**src/rtl/agc_pkg.sv**
```systemverilog
package agc_pkg;

  typedef enum logic [1:0] {
    ST_TRACK = 2'b00,
    ST_HIGH  = 2'b01,
    ST_LOW   = 2'b10,
    ST_HOLD  = 2'b11
  } agc_state_e;

endpackage

```
**src/rtl/agc_slot_seq.sv**
```systemverilog
module agc_slot_seq (
  input  logic clk,
  input  logic rst_n,
  input  logic adv,
  input  logic dual,
  output logic is_q,
  output logic pair_b
);

  logic [1:0] slot_q;
  logic [1:0] slot_d;

  always_comb begin
    slot_d = slot_q;
    if (adv) begin
      if (dual) slot_d = slot_q + 2'd1;
      else      slot_d = {1'b0, ~slot_q[0]};
    end
  end

  always_ff @(posedge clk or negedge rst_n) begin
    if (!rst_n) slot_q <= 2'd0;
    else        slot_q <= slot_d;
  end

  assign is_q   = slot_q[0];
  assign pair_b = dual & slot_q[1];

  AST_SINGLE_TWO_SLOTS: assert property (@(posedge clk) disable iff (!rst_n)
    (adv && !dual) |=> (slot_q[1] == 1'b0));

  AST_IDLE_SLOT_HOLD: assert property (@(posedge clk) disable iff (!rst_n)
    !adv |=> (slot_q == $past(slot_q)));

endmodule

```
**src/rtl/agc_err_det.sv**
```systemverilog
module agc_err_det #(
  parameter int DATA_W = 18
) (
  input  logic signed [DATA_W-1:0] sample,
  input  logic        [DATA_W-1:0] target,
  output logic                     dir_up,
  output logic                     dir_dn
);

  logic [DATA_W-1:0] mag;

  always_comb begin
    if (sample[DATA_W-1]) mag = DATA_W'(-sample);
    else                  mag = sample;
    dir_up = (mag < target);
    dir_dn = (mag > target);
  end

endmodule

```
**src/rtl/agc_acc.sv**
```systemverilog
module agc_acc
  import agc_pkg::*;
#(
  parameter int GAIN_W  = 25,
  parameter int FRAC_W  = 20,
  parameter int SHIFT_W = 5
) (
  input  logic                     clk,
  input  logic                     rst_n,
  input  logic                     en,
  input  logic                     dir_up,
  input  logic                     dir_dn,
  input  logic                     freeze,
  input  logic                     clear,
  input  logic        [SHIFT_W-1:0] shift,
  input  logic signed [GAIN_W-1:0] amax,
  input  logic signed [GAIN_W-1:0] amin,
  output logic signed [GAIN_W-1:0] acc,
  output agc_state_e               state
);

  localparam logic [GAIN_W-1:0] UNIT = GAIN_W'(1) << FRAC_W;

  logic signed [GAIN_W-1:0] acc_q;
  logic signed [GAIN_W-1:0] acc_d;
  logic signed [GAIN_W-1:0] step;
  logic                     above;
  logic                     below;

  assign step  = signed'(UNIT >> shift);
  assign above = (acc_q > amax);
  assign below = (acc_q < amin);

  always_comb begin
    acc_d = acc_q;
    if (clear) begin
      acc_d = '0;
    end else if (en && !freeze) begin
      if (dir_up && !above)      acc_d = acc_q + step;
      else if (dir_dn && !below) acc_d = acc_q - step;
    end
  end

  always_ff @(posedge clk or negedge rst_n) begin
    if (!rst_n) acc_q <= '0;
    else        acc_q <= acc_d;
  end

  always_comb begin
    if (freeze)     state = ST_HOLD;
    else if (above) state = ST_HIGH;
    else if (below) state = ST_LOW;
    else            state = ST_TRACK;
  end

  assign acc = acc_q;

  AST_STEP_SIZE: assert property (@(posedge clk) disable iff (!rst_n)
    (en && !freeze && !clear) |=>
      ((acc_q == $past(acc_q)) ||
       (acc_q == $past(acc_q) + $past(step)) ||
       (acc_q == $past(acc_q) - $past(step))));

  AST_EQUAL_NO_MOVE: assert property (@(posedge clk) disable iff (!rst_n)
    (en && !clear && !dir_up && !dir_dn) |=> (acc_q == $past(acc_q)));

  AST_IDLE_HOLD: assert property (@(posedge clk) disable iff (!rst_n)
    (!en && !clear) |=> (acc_q == $past(acc_q)));

  AST_NO_RISE_ABOVE: assert property (@(posedge clk) disable iff (!rst_n)
    ((acc_q > amax) && !clear) |=> (acc_q <= $past(acc_q)));

  AST_NO_FALL_BELOW: assert property (@(posedge clk) disable iff (!rst_n)
    ((acc_q < amin) && !clear) |=> (acc_q >= $past(acc_q)));

  AST_FREEZE_HOLD: assert property (@(posedge clk) disable iff (!rst_n)
    (freeze && !clear) |=> (acc_q == $past(acc_q)));

  AST_CLEAR_ZERO: assert property (@(posedge clk) disable iff (!rst_n)
    clear |=> (acc_q == '0));

endmodule

```
**src/rtl/agc_apply.sv**
```systemverilog
module agc_apply #(
  parameter int DATA_W = 18,
  parameter int GAIN_W = 25,
  parameter int FRAC_W = 20
) (
  input  logic signed [DATA_W-1:0] sample,
  input  logic signed [GAIN_W-1:0] gain,
  input  logic                     is_q,
  input  logic                     mon,
  input  logic        [1:0]        state,
  output logic        [DATA_W-1:0] word
);

  localparam int PW   = DATA_W + GAIN_W;
  localparam int KEEP = 8;
  localparam logic signed [PW-1:0] SAT_HI = PW'((1 << (DATA_W - 1)) - 1);
  localparam logic signed [PW-1:0] SAT_LO = ~SAT_HI;

  logic        [PW-1:0]     prod_u;
  logic signed [PW-1:0]     scaled;
  logic        [DATA_W-1:0] sat;

  always_comb begin
    prod_u = {{GAIN_W{sample[DATA_W-1]}}, sample} *
             {{DATA_W{gain[GAIN_W-1]}}, gain};
    scaled = signed'(prod_u) >>> FRAC_W;
    if (scaled > SAT_HI)      sat = SAT_HI[DATA_W-1:0];
    else if (scaled < SAT_LO) sat = SAT_LO[DATA_W-1:0];
    else                      sat = scaled[DATA_W-1:0];
  end

  always_comb begin
    if (!mon)      word = sat;
    else if (is_q) word = {sat[DATA_W-1 -: KEEP], gain[10:5], 4'b0000};
    else           word = {sat[DATA_W-1 -: KEEP], gain[18:11], state};
  end

endmodule

```
**src/rtl/agc_iq_loop.sv**
```systemverilog
module agc_iq_loop
  import agc_pkg::*;
#(
  parameter int DATA_W  = 18,
  parameter int GAIN_W  = 25,
  parameter int FRAC_W  = 20,
  parameter int SHIFT_W = 5
) (
  input  logic                     clk,
  input  logic                     rst_n,
  input  logic                     in_valid,
  input  logic signed [DATA_W-1:0] in_data,
  input  logic                     cfg_dual,
  input  logic        [SHIFT_W-1:0] cfg_shift,
  input  logic        [DATA_W-1:0] cfg_target,
  input  logic signed [GAIN_W-1:0] cfg_user_gain,
  input  logic signed [GAIN_W-1:0] cfg_amax,
  input  logic signed [GAIN_W-1:0] cfg_amin,
  input  logic                     cfg_freeze,
  input  logic                     acc_clear,
  input  logic                     cfg_mon,
  output logic                     out_valid,
  output logic        [DATA_W-1:0] out_data,
  output logic        [GAIN_W-1:0] out_gain,
  output logic        [1:0]        out_state
);

  localparam int NPAIR = 2;

  logic                     is_q;
  logic                     pair_b;
  logic                     dir_up;
  logic                     dir_dn;
  logic signed [GAIN_W-1:0] acc_w [NPAIR];
  agc_state_e               st_w  [NPAIR];
  logic signed [GAIN_W-1:0] gain_sel;
  agc_state_e               st_sel;
  logic        [DATA_W-1:0] word;

  logic                     vld_q,   vld_d;
  logic        [DATA_W-1:0] data_q,  data_d;
  logic        [GAIN_W-1:0] gain_q,  gain_d;
  logic        [1:0]        state_q, state_d;

  agc_slot_seq u_seq (
    .clk    (clk),
    .rst_n  (rst_n),
    .adv    (in_valid),
    .dual   (cfg_dual),
    .is_q   (is_q),
    .pair_b (pair_b)
  );

  agc_err_det #(.DATA_W(DATA_W)) u_err (
    .sample (in_data),
    .target (cfg_target),
    .dir_up (dir_up),
    .dir_dn (dir_dn)
  );

  for (genvar p = 0; p < NPAIR; p++) begin : g_pair
    agc_acc #(
      .GAIN_W  (GAIN_W),
      .FRAC_W  (FRAC_W),
      .SHIFT_W (SHIFT_W)
    ) u_acc (
      .clk    (clk),
      .rst_n  (rst_n),
      .en     (in_valid && (pair_b == 1'(p))),
      .dir_up (dir_up),
      .dir_dn (dir_dn),
      .freeze (cfg_freeze),
      .clear  (acc_clear),
      .shift  (cfg_shift),
      .amax   (cfg_amax),
      .amin   (cfg_amin),
      .acc    (acc_w[p]),
      .state  (st_w[p])
    );
  end

  assign gain_sel = cfg_user_gain + acc_w[pair_b];
  assign st_sel   = st_w[pair_b];

  agc_apply #(
    .DATA_W (DATA_W),
    .GAIN_W (GAIN_W),
    .FRAC_W (FRAC_W)
  ) u_apply (
    .sample (in_data),
    .gain   (gain_sel),
    .is_q   (is_q),
    .mon    (cfg_mon),
    .state  (st_sel),
    .word   (word)
  );

  always_comb begin
    vld_d   = in_valid;
    data_d  = data_q;
    gain_d  = gain_q;
    state_d = state_q;
    if (in_valid) begin
      data_d  = word;
      gain_d  = gain_sel;
      state_d = st_sel;
    end
  end

  always_ff @(posedge clk or negedge rst_n) begin
    if (!rst_n) begin
      vld_q   <= 1'b0;
      data_q  <= '0;
      gain_q  <= '0;
      state_q <= 2'b00;
    end else begin
      vld_q   <= vld_d;
      data_q  <= data_d;
      gain_q  <= gain_d;
      state_q <= state_d;
    end
  end

  assign out_valid = vld_q;
  assign out_data  = data_q;
  assign out_gain  = gain_q;
  assign out_state = state_q;

  AST_OUT_FOLLOWS_IN: assert property (@(posedge clk) disable iff (!rst_n)
    in_valid |=> out_valid);

  AST_OUT_QUIET: assert property (@(posedge clk) disable iff (!rst_n)
    !in_valid |=> !out_valid);

  AST_B_UNTOUCHED: assert property (@(posedge clk) disable iff (!rst_n)
    (in_valid && !pair_b && !acc_clear) |=> (acc_w[1] == $past(acc_w[1])));

  AST_A_UNTOUCHED: assert property (@(posedge clk) disable iff (!rst_n)
    (in_valid && pair_b && !acc_clear) |=> (acc_w[0] == $past(acc_w[0])));

endmodule

```
**config.mk**
```make
export PLATFORM = sky130hd
export DESIGN_NAME = agc_iq_loop
export DESIGN_NICKNAME = d
export VERILOG_FILES = /design/src/rtl/agc_pkg.sv /design/src/rtl/agc_slot_seq.sv /design/src/rtl/agc_err_det.sv /design/src/rtl/agc_acc.sv /design/src/rtl/agc_apply.sv /design/src/rtl/agc_iq_loop.sv
export SDC_FILE = /design/constraint.sdc
export NUM_CORES = 2
export LEC_CHECK = 0
export BUFFER_PORTS_ARGS = -buffer_cell sky130_fd_sc_hd__buf_4
export CORE_ASPECT_RATIO = 1.75
export CORE_MARGIN = 2
export CORE_UTILIZATION = 55
export DETAILED_ROUTE_END_ITERATION = 8
export GPL_TIMING_DRIVEN = 1
export MAX_ROUTING_LAYER = met4
export PLACE_DENSITY_LB_ADDON = 0.12
export SLEW_MARGIN = 0
export SYNTH_ARGS = -nofsm -noshare
export SYNTH_HDL_FRONTEND = slang
export SYNTH_SLANG_ARGS = --single-unit
```
**constraint.sdc**
```tcl
create_clock -name clk -period 12.8 [get_ports clk]
set_input_delay 0.64 -clock clk [delete_from_list [all_inputs] [get_ports clk]]
set_output_delay 0.64 -clock clk [all_outputs]
set_load 0.005 [all_outputs]
```
Yosys cells after proc, flatten, opt, wreduce, memory -nomap -nowiden
Index checks and enable logic that the tools add are counted.
Widths: inputs -> output; s select.
{"block": "totals", "out_inout_bits": 46, "word_cells": 74, "in_bits": 123, "reg_bits": 98}
{"block": "classes", "n_reduce_logical": 19, "add_sub_neg": 7, "order_cmp": 9, "muxes": 26, "bitwise_logic": 4, "shift": 1, "multipliers": 1}
{"cell": "$mux 25", "n": 11}
{"cell": "$add 25x25->25", "n": 3}
{"cell": "$mux 18", "n": 3}
{"cell": "$gt 25x25->1", "n": 2}
{"cell": "$lt 25x25->1", "n": 2}
{"cell": "$sub 25x25->25", "n": 2}
{"cell": "$mul 18x25->43", "n": 1}
{"cell": "$shr 21x5->25 const A", "n": 1}
{"cell": "$gt 23x18->1 const B", "n": 1}
{"cell": "$lt 23x18->1 const B", "n": 1}
{"cell": "$mux 10", "n": 2}
{"cell": "$mux 2", "n": 10}
{"cell": "$gt 18x18->1", "n": 1}
{"cell": "$lt 18x18->1", "n": 1}
{"cell": "$neg 18->18", "n": 1}
{"cell": "$logic_and 1x1->1", "n": 8}
{"cell": "$reduce_bool 3->1", "n": 2}
{"cell": "$logic_not 1->1", "n": 5}
{"cell": "$reduce_and 2->1", "n": 2}
{"cell": "$reduce_bool 2->1", "n": 2}
{"cell": "$add 2x1->2 const B", "n": 1}
{"cell": "$ge 2x2->1 const B", "n": 1}
{"cell": "$not 1->1", "n": 2}
{"cell": "$not 1->2", "n": 1}
{"cell": "$and 1x1->1", "n": 1}

Depth between registers and ports, before layout
{"block": "depth", "word_depth": 11, "ltp_mapped": 43, "mapped_depth_nobuf": 38}

By module
From an unflattened synthesis, not the netlist that was laid out.
{"block": "unflattened", "cells_unflattened": 3469, "area_unflattened_um2": 29284.3}
{"module": "agc_apply", "area_each_um2": 16284.4, "instances": 1, "cells_per_inst": 1853, "seq_area_each_um2": 0.0}
{"module": "agc_acc at g_pair[0].u_acc", "area_each_um2": 4250.3, "instances": 1, "cells_per_inst": 578, "seq_area_each_um2": 625.6}
{"module": "agc_acc at g_pair[1].u_acc", "area_each_um2": 4250.3, "instances": 1, "cells_per_inst": 567, "seq_area_each_um2": 625.6}
{"module": "agc_iq_loop", "area_each_um2": 3592.2, "instances": 1, "cells_per_inst": 351, "seq_area_each_um2": 1151.1}
{"module": "agc_err_det", "area_each_um2": 813.3, "instances": 1, "cells_per_inst": 112, "seq_area_each_um2": 0.0}
{"module": "agc_slot_seq", "area_each_um2": 93.8, "instances": 1, "cells_per_inst": 8, "seq_area_each_um2": 50.0}

Worst setup path before layout
No wires, ideal clock.
{"block": "synth_timing", "path_type": "input to register", "from": "input port cfg_dual", "to": "register data_q[3] (netlist: out_data[3])", "cell_stages": 37, "setup_slack_ns": 3.000, "t_arrival_ns": 9.670, "n_path_buf": 4, "path_cell_list": "nand2_1 > buf_1 > clkbuf_1 > o21ai_0 > ha_1 > fa_1 > a21o_1 > a21oi_1 > o21bai_1 > a21oi_1 > o21a_1 > or3_1 > a31oi_4 > o21a_1 > o21ai_1 > clkbuf_1 > nand3_1 > fa_1 > fa_1 > inv_1 > fa_1 > fa_1 > fa_1 > inv_1 > fa_1 > inv_1 > ha_1 > clkbuf_1 > a21o_1 > a21oi_1 > and3_1 > o221ai_1 > a31oi_1 > xnor2_1 > o41a_4 > nor2_4 > a211oi_1"}
{"block": "synth_via", "elab_chain_len": 11}
{"element": "start: declaration", "line": "agc_iq_loop.sv:13", "source": "input logic cfg_dual,"}
{"element": "$and 1x1->1 *", "line": "agc_slot_seq.sv:27", "source": "assign pair_b = dual & slot_q[1];"}
{"element": "$not 1->2 (not written as such) *", "line": "agc_iq_loop.sv:82", "source": "assign gain_sel = cfg_user_gain + acc_w[pair_b];"}
{"element": "$mux 25 (not written as such) * (3 in series)", "line": "agc_iq_loop.sv:82"}
{"element": "$add 25x25->25 *", "line": "agc_iq_loop.sv:82"}
{"element": "$mul 18x25->43", "line": "agc_apply.sv:24", "source": "prod_u = {{GAIN_W{sample[DATA_W-1]}}, sample} *"}
{"element": "$lt 23x18->1", "line": "agc_apply.sv:28", "source": "else if (scaled < SAT_LO) sat = SAT_LO[DATA_W-1:0];"}
{"element": "$mux 18", "line": "agc_apply.sv:28"}
{"element": "$mux 18", "line": "agc_apply.sv:27", "source": "if (scaled > SAT_HI) sat = SAT_HI[DATA_W-1:0];"}
{"element": "$mux 10 *", "line": "agc_apply.sv:33", "source": "if (!mon) word = sat;"}
{"element": "end signal: assignment", "line": "agc_iq_loop.sv:118", "source": "data_q <= data_d;"}
{"element": "end: declaration", "line": "agc_iq_loop.sv:41", "source": "logic [DATA_W-1:0] data_q, data_d;"}
Mark *: on every way between the ends. The rest lies on a longest branch, timed or not. The select of a mux whose other input is x is not followed.
A chain may end at the register's enable or synchronous reset.

Final worst setup path
{"block": "layout_timing", "from": "register u_seq.slot_q[1]", "to": "register data_q[1] (netlist: out_data[1])"}
{"block": "layout_via", "elab_chain_len": 11}
{"element": "start: declaration", "line": "agc_slot_seq.sv:10", "source": "logic [1:0] slot_q;"}
{"element": "start signal: assignment", "line": "agc_slot_seq.sv:23", "source": "else slot_q <= slot_d;"}
{"element": "$and 1x1->1 *", "line": "agc_slot_seq.sv:27"}
{"element": "$not 1->2 (not written as such) *", "line": "agc_iq_loop.sv:82, agc_iq_loop.sv:83"}
{"element": "$mux 25 (not written as such) (3 in series)", "line": "agc_iq_loop.sv:82"}
{"element": "$add 25x25->25", "line": "agc_iq_loop.sv:82"}
{"element": "$mul 18x25->43", "line": "agc_apply.sv:24"}
{"element": "$lt 23x18->1", "line": "agc_apply.sv:28"}
{"element": "$mux 18", "line": "agc_apply.sv:28"}
{"element": "$mux 18", "line": "agc_apply.sv:27"}
{"element": "$mux 10 *", "line": "agc_apply.sv:33"}
Marked as above.

==> load_flow_metrics.sql <==
INSERT INTO impl_metrics (metric_group, metric, value, unit) VALUES
('worst_setup_path', 'timing.reg2reg.worst_path_depth', '35', ''),
('die', 'ioPinCount', '169', ''),
('placed_design', 'routabilityCongestion', '1.05', ''),
('finish', 'mostFrequentLayoutCells', 'inv_1, fa_1, nand2_1', ''),
('finish', 'utilization', '60.1', '%'),
('sta', 'fin_crit_sh', '87.9', '%'),
('placed_design', 'io_buffers', '168', ''),
('finish', 'layout_cell_share_with_drive_strength_beyond_1', '9.35', '%'),
('worst_setup_path', 'most_frequent_cell_on_the_critical_path', 'fa_1', ''),
('synth', 'post_synthesis_sequential_element_count', '98', ''),
('grt', 'grt_overflow_total', '0', ''),
('worst_setup_path', 'critPathSlowestCell', 'a41o_1', ''),
('sta', 'max_clock_freq', '88.9', 'MHz'),
('drt', 'ant_nets', '0', ''),
('run', 'max-cap-violations', '0', ''),
('drt', 'vias_per_cell', '6.02', ''),
('synth', 'number_of_synthesized_flops_with_an_enable_pin', '0', ''),
('sta', 'worst_slew_pin_slew', '1.36', 'ns'),
('finish', 'nets', '4147', ''),
('worst_setup_path', 'r2r_start', 'u_seq.slot_q[1]$_DFFE_PN0P_', ''),
('grt', 'vias_in_the_first_global_route', '26409', ''),
('die', 'die_h', '301', 'um'),
('grt', 'wire_length_of_the_first_global_routing_pass', '152000', 'um'),
('worst_setup_path', 'critPathArrivalTime', '11.54', 'ns'),
('placed_design', 'place_area', '29600', 'um2'),
('synth', 'syn_nets', '4080', ''),
('clock_network', 'tritoncts.num_buffers', '9', ''),
('sta', 'final-hold-violation-count', '0', ''),
('worst_setup_path', 'critPathLaunch', 'u_seq.slot_q[1]$_DFFE_PN0P_', ''),
('drt', 'drcViolationCount', '0', ''),
('grt', 'grt_antenna_before_repair', '2', ''),
('drt', 'dr_total_vias', '23806', ''),
('drt', 'number_of_iterations_in_the_first_detailed_routing_pass', '5', ''),
('finish', 'area_delta_synth_final', '7.64', '%'),
('sta', 'setup_viol', '0', ''),
('synth', 'yosys_warnings', '0', ''),
('clock_network', 'path_clk_slew', '0.09', 'ns'),
('sta', 'final.setup.worst_slack', '1.55', 'ns'),
('sta', 'final-max-slew-violation-count', '0', ''),
('placed_design', 'post_dp_hpwl', '80300', 'um'),
('clock_network', 'cts.sinks', '98', ''),
('grt', 'grt_usage', '40.3', '%'),
('sta', 'clock-skew-final', '0.0202', 'ns'),
('drt', 'drt_iter0_drc', '1626', ''),
('die', 'placement_rows', '108', ''),
('synth', 'synthesis.area_per_instance', '8.61', 'um2'),
('clock_network', 'clock-root-buffer', 'clkbuf_16', ''),
('worst_setup_path', 'cp.required', '13.09', 'ns'),
('run_status', 'run_status', 'complete, no violations', ''),
('die', 'initial_utilization', '55.8', '%'),
('synth', 'post_synth_instance_area', '27800', 'um2'),
('min_path', 'hold_class', 'in -> async', ''),
('worst_setup_path', 'setup.reg_to_reg.worst_slack', '1.55', 'ns'),
('finish', 'layout_commonest_cell', 'inv_1', ''),
('worst_setup_path', 'critical-path-max-stage-delay', '0.70', 'ns'),
('sta', 'slew-limit-headroom', '8.74', '%'),
('synth', 'postSynthCellCount', '3222', ''),
('sta', 'rsz0062_at_grt', 'no', ''),
('clock_network', 'htreeDepth', '3', ''),
('clock_network', 'postCtsHoldBufs', '0', ''),
('finish', 'layout.cell_area.non_filler', '29900', 'um2'),
('clock_network', 'cts_tree', 'yes', ''),
('worst_setup_path', 'setup.worst_path.start_class', 'register', ''),
('drt', 'detail_route.wl_per_cell', '25.1', 'um'),
('sta', 'fin_crit', '11.25', 'ns'),
('clock_network', 'cts.path.max_buffers', '2', ''),
('placed_design', 'place_ws', '1.27', 'ns'),
('grt', 'grt_start_max_net_pins', '58', ''),
('clock_network', 'post_cts_resized', '0', ''),
('drt', 'finalWirelength', '99400', 'um'),
('synth', 'synth_flop_cell', 'dfrtp_1', ''),
('clock_network', 'clkLatencyLatePin', '0.41', 'ns'),
('clock_network', 'post_cts.repair.setup_buffers', '0', ''),
('worst_setup_path', 'crit_path_end_kind', 'register', ''),
('die', 'fp.coreArea', '49700', 'um2'),
('sta', 'setup_tns', '0', 'ns'),
('die', 'die_area', '52300', 'um2'),
('die', 'fp.dieW', '174', 'um'),
('synth', 'synth.distinct_cells', '88', ''),
('worst_setup_path', 'critical_path_peak_fanout', '23', ''),
('synth', 'synth-async-reset-ratio', '100', '%'),
('finish', 'fillCellCount', '4622', ''),
('synth', 'synth-seq-area-share', '8.84', '%'),
('worst_setup_path', 'worst-setup-path-type', 'reg -> reg', '');
==> stage by stage <==
stage / hold slack (ns) / std cells
finish: 0.254 / 3956
global route: 0.297 / 3956
CTS: 0.271 / 3954
detailed placement: 0.487 / 3938
global placement: 0.484 / 3938
floorplan: 0.344 / 3222
==> final timing paths <==
check	endpoint
max	out_data[1]$_DFFE_PN0P_
min	g_pair[1].u_acc.acc[16]$_DFFE_PN0P_
max reg2reg	out_data[1]$_DFFE_PN0P_
min reg2reg	out_gain[24]$_DFFE_PN0P_
max in group asynchronous	out_gain[6]$_DFFE_PN0P_
min in group clk	out_valid$_DFF_PN0_
==> worst max-delay path: cells and delay by family, from the launching register on <==
family / cells / cell delay (ns)
AO/OA/AOI/OAI: 16 / 4.32
adder cells (fa/ha/maj): 8 / 3.71
AND/OR/NAND/NOR: 4 / 1.40
multiplexers: 2 / 0.64
buffers and inverters: 5 / 0.62
flip-flops: 1 / 0.42
==> cell families (layout without fill, tap and decap cells) <==
kind of cell	after synthesis	in the layout	synth area share [%]
and+or+nand+nor	961	961	16.9
muxes	101	101	3.88
xor gates and xnor gates	104	104	3.34
adders and majority gates	735	735	45.1
buffers and inverters	734	806	10.1
other	0	2	0
AOI/OAI and AO/OA	489	489	11.8
DFF	98	98	8.84
==> synth_stat cells, types with 56 or more instances <==
cell / count / area (um2)
a21o_1: 70 / 526
a21oi_1: 127 / 636
and2_1: 193 / 1210
clkbuf_1: 116 / 435
dfrtp_1: 98 / 2450
fa_1: 443 / 8870
ha_1: 292 / 3650
inv_1: 592 / 2220
nand2_1: 337 / 1260
nand3_1: 56 / 280
nor2_1: 174 / 653
o21ai_0: 87 / 435
xnor2_1: 74 / 648
==> registers in the layout, summed over array words and instances, names as in the netlist <==
signal            cells
g_pair.u_acc.acc     50
out_data             18
out_gain             25
out_state             2
out_valid             1
u_seq.slot_q          2
==> area by class of cell <==
class | instances | area (um2) | share of cell area [%]
timing repair buffer | 197 | 1480 | 4.95
clock inverter | 5 | 45.0 | 0.151
sequential | 98 | 2450 | 8.21
antenna | 2 | 5.00 | 0.0168
multi-input combinational | 2390 | 22600 | 75.6
inverter | 593 | 2230 | 7.45
tap | 660 | 826 | 2.76
clock buffer | 11 | 243 | 0.813
==> routing by layer <==
metal	up-vias	GRT usage (%)	wire (um)	share of wire (%)
met5	-	-	0	0
met3	418	7.07	6410	6.5
met4	0	34.7	10800	11
met1	11871	37.8	31700	32
met2	1026	71.0	50500	51
li1	10491	-	-	-
Power is not shown: default switching activity piles up to over one toggle a cycle in this logic, so the estimate is an artifact.
